$ cat config.mk
export PLATFORM = sky130hd
export DESIGN_NAME = boot_mode_loader
export DESIGN_NICKNAME = d
export VERILOG_FILES = /design/src/rtl/boot_mode_pkg.sv /design/src/rtl/bm_clkgen.sv /design/src/rtl/bm_shifter.sv /design/src/rtl/bm_decode.sv /design/src/rtl/boot_mode_loader.sv
export SDC_FILE = /design/constraint.sdc
export NUM_CORES = 1
export LEC_CHECK = 0
export BUFFER_PORTS_ARGS = -buffer_cell sky130_fd_sc_hd__buf_2
export CAP_MARGIN = 20
export CORE_UTILIZATION = 35
export CTS_BUF_LIST = sky130_fd_sc_hd__clkbuf_8
export DETAILED_ROUTE_END_ITERATION = 10
export PLACE_DENSITY = 0.65
export SYNTH_ARGS = -nofsm -noshare
export SYNTH_HDL_FRONTEND = slang
export SYNTH_SLANG_ARGS = --single-unit
$ cat constraint.sdc
create_clock -name clk_i -period 1.83 [get_ports clk_i]
set_input_delay 0.0915 -clock clk_i [delete_from_list [all_inputs] [get_ports clk_i]]
set_output_delay 0.0915 -clock clk_i [all_outputs]
set_load 0.03 [all_outputs]
$ cat src/rtl/boot_mode_pkg.sv
package boot_mode_pkg;
    localparam int ENDIAN_BIT = 8;
    localparam int RATE_LO    = 13;
    localparam int REQ_A      = 20;
    localparam int REQ_B      = 33;
    localparam int REQ_C      = 37;

    typedef enum logic [1:0] {
        RATE_FULL = 2'd0,
        RATE_83   = 2'd1,
        RATE_67   = 2'd2,
        RATE_50   = 2'd3
    } out_rate_e;
endpackage

$ cat src/rtl/bm_clkgen.sv
module bm_clkgen #(
    parameter int DIV       = 256,
    parameter int SAMPLE_PH = 4
) (
    input  logic clk_i,
    input  logic pwr_ok_i,
    input  logic done_i,
    input  logic stop_i,
    output logic mode_clk_o,
    output logic sample_o
);
    localparam int PW = $clog2(DIV);

    typedef struct packed {
        logic          run;
        logic [PW-1:0] ph;
    } clk_st_t;

    clk_st_t s_d, s_q;

    always_comb begin
        s_d = s_q;
        if (!pwr_ok_i) begin
            s_d = '0;
        end else if (!s_q.run) begin
            if (!done_i) begin
                s_d.run = 1'b1;
                s_d.ph  = '0;
            end
        end else if (stop_i) begin
            s_d.run = 1'b0;
            s_d.ph  = '0;
        end else begin
            s_d.ph = (s_q.ph == PW'(DIV - 1)) ? '0 : s_q.ph + 1'b1;
        end
    end

    always_ff @(posedge clk_i) begin
        s_q <= s_d;
    end

    assign mode_clk_o = s_q.run && (s_q.ph < PW'(DIV / 2));
    assign sample_o   = s_q.run && (s_q.ph == PW'(SAMPLE_PH));

    // the mode clock changes level only at a half-period boundary
    a_r2_clk_steady: assert property (@(posedge clk_i) disable iff (!pwr_ok_i)
        (s_q.run && !stop_i && s_q.ph != PW'(DIV / 2 - 1) && s_q.ph != PW'(DIV - 1))
        |=> $stable(mode_clk_o));

    // every rising edge of the mode clock starts a new period at phase zero
    a_r2_rise_phase: assert property (@(posedge clk_i) disable iff (!pwr_ok_i)
        $rose(mode_clk_o) |-> (s_q.ph == '0));
endmodule

$ cat src/rtl/bm_shifter.sv
module bm_shifter #(
    parameter int NBITS = 256
) (
    input  logic             clk_i,
    input  logic             pwr_ok_i,
    input  logic             sample_i,
    input  logic             data_i,
    output logic [NBITS-1:0] vec_o,
    output logic             done_o,
    output logic             last_o
);
    localparam int CW = $clog2(NBITS);

    typedef struct packed {
        logic             done;
        logic [CW-1:0]    cnt;
        logic [NBITS-1:0] vec;
    } sh_st_t;

    sh_st_t s_d, s_q;

    assign last_o = sample_i && !s_q.done && (s_q.cnt == CW'(NBITS - 1));

    always_comb begin
        s_d = s_q;
        if (!pwr_ok_i) begin
            s_d = '0;
        end else if (sample_i && !s_q.done) begin
            s_d.vec[s_q.cnt] = data_i;
            if (last_o) begin
                s_d.done = 1'b1;
            end else begin
                s_d.cnt = s_q.cnt + 1'b1;
            end
        end
    end

    always_ff @(posedge clk_i) begin
        s_q <= s_d;
    end

    assign vec_o  = s_q.vec;
    assign done_o = s_q.done;

    // done is sticky and freezes the vector while power is good
    a_r6_frozen: assert property (@(posedge clk_i) disable iff (!pwr_ok_i)
        s_q.done |=> (s_q.done && $stable(s_q.vec)));

    // a sample strobe never falls on a completed load
    a_r4_no_sample_after_done: assert property (@(posedge clk_i) disable iff (!pwr_ok_i)
        s_q.done |-> !sample_i);
endmodule

$ cat src/rtl/bm_decode.sv
module bm_decode
    import boot_mode_pkg::*;
#(
    parameter int NBITS = 256
) (
    input  logic [NBITS-1:0] vec_i,
    input  logic             pin_i,
    input  logic             done_i,
    output logic             big_endian_o,
    output out_rate_e        rate_o,
    output logic             illegal_o
);
    always_comb begin
        big_endian_o = pin_i | vec_i[ENDIAN_BIT];
        unique case (vec_i[RATE_LO+1:RATE_LO])
            2'b10:   rate_o = RATE_FULL;
            2'b11:   rate_o = RATE_83;
            2'b00:   rate_o = RATE_67;
            default: rate_o = RATE_50;
        endcase
        illegal_o = done_i & ~(vec_i[REQ_A] & vec_i[REQ_B] & vec_i[REQ_C]);
    end
endmodule

$ cat src/rtl/boot_mode_loader.sv
module boot_mode_loader
    import boot_mode_pkg::*;
#(
    parameter int NBITS     = 256,
    parameter int DIV       = 256,
    parameter int SAMPLE_PH = 4
) (
    input  logic             clk_i,
    input  logic             pwr_ok_i,
    input  logic             mode_din_i,
    input  logic             endian_pin_i,
    output logic             mode_clk_o,
    output logic [NBITS-1:0] mode_vec_o,
    output logic             big_endian_o,
    output logic [1:0]       out_rate_o,
    output logic             cfg_done_o,
    output logic             cfg_illegal_o,
    output logic             cpu_rst_o
);
    logic      sample;
    logic      last;
    logic      done;
    out_rate_e rate;

    bm_clkgen #(.DIV(DIV), .SAMPLE_PH(SAMPLE_PH)) u_clk (
        .clk_i      (clk_i),
        .pwr_ok_i   (pwr_ok_i),
        .done_i     (done),
        .stop_i     (last),
        .mode_clk_o (mode_clk_o),
        .sample_o   (sample)
    );

    bm_shifter #(.NBITS(NBITS)) u_shift (
        .clk_i    (clk_i),
        .pwr_ok_i (pwr_ok_i),
        .sample_i (sample),
        .data_i   (mode_din_i),
        .vec_o    (mode_vec_o),
        .done_o   (done),
        .last_o   (last)
    );

    bm_decode #(.NBITS(NBITS)) u_dec (
        .vec_i        (mode_vec_o),
        .pin_i        (endian_pin_i),
        .done_i       (done),
        .big_endian_o (big_endian_o),
        .rate_o       (rate),
        .illegal_o    (cfg_illegal_o)
    );

    assign out_rate_o = rate;
    assign cfg_done_o = done;
    assign cpu_rst_o  = ~done;

    // the strap alone selects big-endian
    a_r7_pin_wins: assert property (@(posedge clk_i) disable iff (!pwr_ok_i)
        endian_pin_i |-> big_endian_o);

    // the illegal flag only appears on a finished load
    a_r9_only_done: assert property (@(posedge clk_i) disable iff (!pwr_ok_i)
        cfg_illegal_o |-> cfg_done_o);

    // the mode clock is quiet after completion
    a_r6_clk_quiet: assert property (@(posedge clk_i) disable iff (!pwr_ok_i)
        cfg_done_o |-> !mode_clk_o);

    // reset release coincides with completion, caused by the final sample
    a_r5_release: assert property (@(posedge clk_i) disable iff (!pwr_ok_i)
        $rose(cfg_done_o) |-> ($fell(cpu_rst_o) && $past(sample)));
endmodule

Word-level counts from Yosys, hierarchy flattened

Index checks and enable logic that the tools add are counted.
W data, S select, Z words.

Bits in registers: 274
Input port bits: 4
Output and inout port bits: 263

Add/sub/neg operators: 2
$lt $le $gt $ge: 3
Eq/ne operators: 6
Mux-type cells: 9
Bitwise operators: 7
Reduce and logical (&&, ||, !) cells: 9

Operator list:

| operator              | number |
|---|---|
| $bwmux W256           | 1 |
| $mux W9               | 2 |
| $add A8 B1 Y8 const B | 2 |
| $eq A8 B8 Y1 const B  | 2 |
| $mux W8               | 2 |
| $lt A8 B9 Y1 const B  | 1 |
| $demux W1 S8          | 1 |
| $eq A8 B3 Y1 const B  | 1 |
| $ge A8 B1 Y1 const B  | 1 |
| $lt A8 B8 Y1 const B  | 1 |
| $pmux W2 S3           | 1 |
| $logic_and A1 B1 Y1   | 5 |
| $eq A2 B2 Y1 const B  | 2 |
| $reduce_and A2 Y1     | 2 |
| $and A1 B1 Y1         | 3 |
| $not A1 Y1            | 3 |
| $logic_not A2 Y1      | 1 |
| $mux W1               | 2 |
| $ne A2 B2 Y1 const B  | 1 |
| $logic_not A1 Y1      | 1 |
| $or A1 B1 Y1          | 1 |

Longest topological paths before layout

Depth in word-level cells: 6
Gate-level depth with buffers: 8
Gate-level depth less buffers: 6

Cells and area by module

Synthesis repeated with hierarchy kept, for this count alone.

Cells, all modules: 1,397
Area total of the unflattened synthesis: 13,869.6 µm²

By module, submodules not included:

| module           | instances | cells each | area an instance (µm²) | seq. area each (µm²) |
|---|---|---|---|---|
| bm_shifter       | 1         | 1,334      | 13,322.8               | 5,305.1 |
| bm_clkgen        | 1         | 57         | 519.2                  | 180.2 |
| bm_decode        | 1         | 5          | 23.8                   | 0.0 |
| boot_mode_loader | 1         | 1          | 3.8                    | 0.0 |

Least setup slack after synthesis

Ideal clock, no wire load.

Path type: flip-flop to flip-flop
Start point: register u_shift.s_q, in the netlist u_shift.done_o
End point: register u_shift.s_q, in the netlist u_shift.vec_o[44]
Setup time: 0.135 ns
Arrival time: 1.856 ns
Slack: -0.161 ns
Cell stages (with the launch flop): 7
Clock period less this slack: 1.991 ns
Cells stage by stage: dfxtp_1 nor4b_4 nand4_1 clkbuf_1 clkbuf_1 o311ai_0 o41ai_1

Word-level cells in the longest chain between the ends: 2

RTL lines:

| what                   | RTL line         | RTL |
|---|---|---|
| from (decl)            | bm_shifter.sv:20 | `sh_st_t s_d, s_q;` |
| from (signal assigned) | bm_shifter.sv:39 | `s_q <= s_d;` |
| $logic_not A1 Y1       | bm_shifter.sv:28 | `end else if (sample_i && !s_q.done) begin` |
| $logic_and A1 B1 Y1    | bm_shifter.sv:28 |  |

Every way passes these cells.
A chain may end at the register's enable or synchronous reset.

Final worst setup path

Start point: register u_clk.s_q[0] in the netlist's numbering
End point: register u_shift.s_q, in the netlist u_shift.vec_o[32]

Word-level cells in the longest chain between the ends: 3

RTL lines:

| what                   | RTL line         | RTL |
|---|---|---|
| from (decl)            | bm_clkgen.sv:19  | `clk_st_t s_d, s_q;` |
| from (signal assigned) | bm_clkgen.sv:39  | `s_q <= s_d;` |
| $eq A8 B3 Y1           | bm_clkgen.sv:43  | `assign sample_o = s_q.run && (s_q.ph == PW'(SAMPLE_PH));` |
| $logic_and A1 B1 Y1    | bm_clkgen.sv:43  |  |
| $logic_and A1 B1 Y1    | bm_shifter.sv:28 |  |

Every way passes these cells.

==> results.md <==
- The number of warnings reported in the yosys synthesis log is 0.
- Counting flops with a built-in enable in the synthesized netlist gives 0.
- Clock latency on the worst-skew pair, taken at its later pin, is 610 ps.
- The total cell area at the placement stage is 0.0145 mm^2.
- The die is 199 um tall.
- In this run, distinct cell masters in the synthesized netlist total 41.
- The vias after detailed routing is 13172.
- The transition time at the pin with the least slew margin is 1150 ps.
- Before antenna repair, the detailed router went through 5 iterations.
- The most instantiated flip-flop cell in the synthesis netlist is sky130_fd_sc_hd__dfxtp_1.
- The worst setup path is launched from a flip-flop.
- After global routing the overflow that remains totals 0.
- The effective utilization at floorplan is 35.8%.
- Final hold analysis gives a worst-case slack of 401 ps.
- Entering global routing, the biggest net connects 138 pins.
- In this run the worst hold path is classified as primary input to flip-flop.
- Among the stages of the critical path, the cell type that occurs most often is sky130_fd_sc_hd__buf_12.
- The average wire length per cell after detail routing is 30.1 um.
- The clock drives 274 sinks.
- The final-report hold violation count is 0.
- The number of antenna violations at the first check in global routing is 0.
- Among all stages on the critical path, the largest delay is contributed by sky130_fd_sc_hd__o41ai_2.
- The number of top-level design ports is 267.
- The register bit total from synthesis is 274.
- Buffers inserted during clock tree synthesis total 48.
- The post-route netlist has 61.9% of its cells at a drive strength greater than 1.
- The post-route minimum period is 2180 ps.
- In this run the clock root is driven by a sky130_fd_sc_hd__clkbuf_8.
- Setup repair after global routing could not meet its margin everywhere.
- The post-route antenna net violation count is 0.
- 0 antenna diodes ended up in the layout.
- The critical path data arrival time is 2670 ps.
- The count of nets after finishing is 1457.
- After routing the design area is 0.0211 mm^2.
- The congestion estimate from routability-driven global placement came to 0.776.
- The normalized max-slew margin is 23.6%.
- The synthesized netlist occupies a cell area of 0.0136 mm^2.
- Across the VDD grid, the largest voltage drop is 0.361 mV.
- The cell count after placement is 1842.
- The die covers 0.0396 mm^2.
- Counting along the longest clock path gives a buffer depth of 3.
- The final worst slack is -352 ps.
- The mean cell area of the mapped netlist is 9.53 um^2.
- The part of the Yosys area used for sequential elements is 40.4%.
- The first global-routing pass estimated 76100 um of wire.
- The final max-slew violation count is 0.
- The number of remaining DRC errors is 0.
- The flow ran to the end, but the final reports show violations.
- Total power for the finished layout comes to 12.3 mW.
- The final reports fail on setup timing.
- The number of DRC violations after detailed-routing iteration 0 is 1043.
- The final setup violation count is 241.
- Clock-pin slew was measured on the worst setup and hold paths at 60 ps.
- The depth of the CTS H-tree is 2.
- On the worst path, the slowest cell contributes a delay of 340 ps.
- For this run, the share of the core covered by cells in the final layout is 55.7%.
- The via count of the first global-routing pass is 12088.
- The fraction of the cycle the final worst path needs is 119%.
- Traced cell by cell, the critical path runs through inv_2, ha_4, nor4b_4, buf_4, nand4_1, buf_6, buf_12, buf_12, buf_16, o41ai_2.
- Along the worst path, the maximum fanout reaches 8.
- The worst setup timing slack at the placement stage is -231 ps.
- The share of flip-flops with an asynchronous set or reset after synthesis is 0%.
- In this run the core area contains 71 standard-cell rows.
- Counting every net in the synthesized netlist gives 1436.
- STA puts the critical path data required time at 2310 ps.
- The placeable core region is 0.0379 mm^2.
- STA classifies the critical path endpoint as a flip-flop.
- TritonCTS built the clock tree.
- The maximum operating frequency is 0.458 GHz.
- The final cell count without fillers is 1990.
- The max capacitance violation total is 0.
- The sum of net half-perimeters after detailed placement is 26900 um.
- The synthesized instance count is 1426.
- The worst setup path is of the flip-flop to flip-flop kind.
- The count of port buffers added during placement is 266.
- The die is 199 um wide.
- The setup TNS is -48980 ps.
- The number of vias per cell after detailed routing is 6.62.
- The final layout contains routed wiring with a total length of 60000 um.
- The aggregate global-route resource usage is 25.4%.
- For this design the ratio of total power to cell area is 581 mW/mm^2.
- Relative to the synthesized area, the layout overhead comes to 55.5%.
- The final setup skew is 28.2 ps.
- The leakage power is 8.00 nW.
cells in the mapped netlist, types with 2 or more instances:
cell                       number  share of area, %
sky130_fd_sc_hd__dfxtp_1      274                40
sky130_fd_sc_hd__buf_4        256                14
sky130_fd_sc_hd__o311ai_0     240                15
sky130_fd_sc_hd__o41ai_1      240                15
sky130_fd_sc_hd__clkbuf_1     220               6.1
sky130_fd_sc_hd__a21oi_1       25              0.92
sky130_fd_sc_hd__nand2_1       25              0.69
sky130_fd_sc_hd__nand4_1       22               1.0
sky130_fd_sc_hd__o21ai_0       19              0.70
sky130_fd_sc_hd__inv_1         15              0.41
sky130_fd_sc_hd__nand3_1       15              0.55
sky130_fd_sc_hd__o211ai_1       8              0.44
sky130_fd_sc_hd__ha_1           6              0.55
sky130_fd_sc_hd__nor2b_1        6              0.28
sky130_fd_sc_hd__a31oi_1        5              0.23
sky130_fd_sc_hd__buf_2          5              0.18
sky130_fd_sc_hd__nand2b_1       5              0.23
sky130_fd_sc_hd__nor2_1         5              0.14
sky130_fd_sc_hd__and2_1         3              0.14
sky130_fd_sc_hd__and3_1         3              0.14
sky130_fd_sc_hd__o31ai_1        3              0.17
sky130_fd_sc_hd__or2_2          3              0.14
sky130_fd_sc_hd__and4_1         2              0.13
sky130_fd_sc_hd__nor4_1         2             0.092
sky130_fd_sc_hd__or3_1          2             0.092
sky130_fd_sc_hd__or4_1          2              0.11
what timing repair did:
| action | in CTS | in global routing |
|---|---|---|
| setup endpoints to repair | 245 | 267 |
| hold buffers | 2 | 0 |
| hold endpoints to repair | 24 | 0 |
| cloned | 23 | 19 |
| resized for setup | 338 | 372 |
| buffers inserted | 21 | 8 |
| pin swaps | 26 | 67 |
path summary, 6_finish.rpt:
path | startpoint | endpoint | slack [ps] | cells past startpoint
setup / recovery | u_clk.s_q[0]$_SDFFE_PN0P_ | u_shift.vec_o[32]$_SDFFE_PN0P_ | -350 | 10
hold / removal | pwr_ok_i | u_shift.done_o$_SDFFE_PN0P_ | 400 | 3
setup reg to reg | u_clk.s_q[0]$_SDFFE_PN0P_ | u_shift.vec_o[32]$_SDFFE_PN0P_ | -350 | 10
hold reg to reg | u_shift.vec_o[106]$_SDFFE_PN0P_ | u_shift.vec_o[106]$_SDFFE_PN0P_ | 480 | 2
layout by cell type, fill, tap and decap left out, types with 7 or more instances in the layout:
cell type                   Yosys  routed
sky130_fd_sc_hd__o41ai_1      240     103
sky130_fd_sc_hd__o311ai_2       0      66
sky130_fd_sc_hd__buf_16         0      23
sky130_fd_sc_hd__o21ai_0       19      14
sky130_fd_sc_hd__o41ai_2        0     124
sky130_fd_sc_hd__buf_6          0      16
sky130_fd_sc_hd__o311ai_1       0      21
sky130_fd_sc_hd__o211ai_1       8       8
sky130_fd_sc_hd__o41ai_4        0      13
sky130_fd_sc_hd__a21oi_1       25      21
sky130_fd_sc_hd__clkbuf_16      0      15
sky130_fd_sc_hd__buf_4        256      74
sky130_fd_sc_hd__buf_2          5     265
sky130_fd_sc_hd__dfxtp_1      274     271
sky130_fd_sc_hd__nand2_1       25      12
sky130_fd_sc_hd__o311ai_4       0     152
sky130_fd_sc_hd__nand3_1       15      10
sky130_fd_sc_hd__clkbuf_8       0      62
sky130_fd_sc_hd__nand2_2        0      12
sky130_fd_sc_hd__inv_1         15      28
sky130_fd_sc_hd__nand4_1       22      22
sky130_fd_sc_hd__buf_12         0      50
sky130_fd_sc_hd__buf_8          0       7
cells by family (layout without fill, tap and decap cells):
group / Yosys count / in the layout / share of synthesized area, %
adders and majority gates: 6 / 6 / 0.553
muxes: 1 / 1 / 0.0737
AOI/OAI and AO/OA: 549 / 549 / 34.0
xor gates and xnor gates: 1 / 1 / 0.0645
and+or+nand+nor: 99 / 99 / 4.11
buffers and inverters: 496 / 549 / 20.8
DFF: 274 / 274 / 40.4
power breakdown:
part	internal (mW)	total [mW]	switching, mW
clock network	3.15	5.84	2.68
registers	5.97	5.97	0.00229
logic	0.0703	0.451	0.381
sequential cells by signal, indices dropped and copies added (netlist names):
name	cells
u_clk.s_q	9
u_shift.done_o	1
u_shift.s_q	8
u_shift.vec_o	256
routing by layer:
layer / vias up / share of wire (%) / GRT usage, % / wire length [um]
met5: - / 0 / 0 / 0
met4: 0 / 4.2 / 11.5 / 2530
met3: 164 / 8.5 / 6.78 / 5090
met2: 714 / 46 / 39.9 / 27600
met1: 6669 / 41 / 32.2 / 24800
li1: 5625 / - / - / -
layout make-up:
type	count	area, um^2
Clock buffer	62	853
Clock inverter	20	109
Fill cell	2929	16800
Inverter	15	56.3
Multi-Input combinational cell	656	9770
Sequential cell	274	5490
Tap cell	511	639
Timing Repair Buffer	452	4200
worst max-delay path: cells and delay by family, from the launching register on:
family,cells,cell delay [ps]
flops,1,320
fa+ha+maj,1,130
compound gates,1,340
simple gates,2,350
buf+inv,6,900
(Power assumes the default switching activity.)
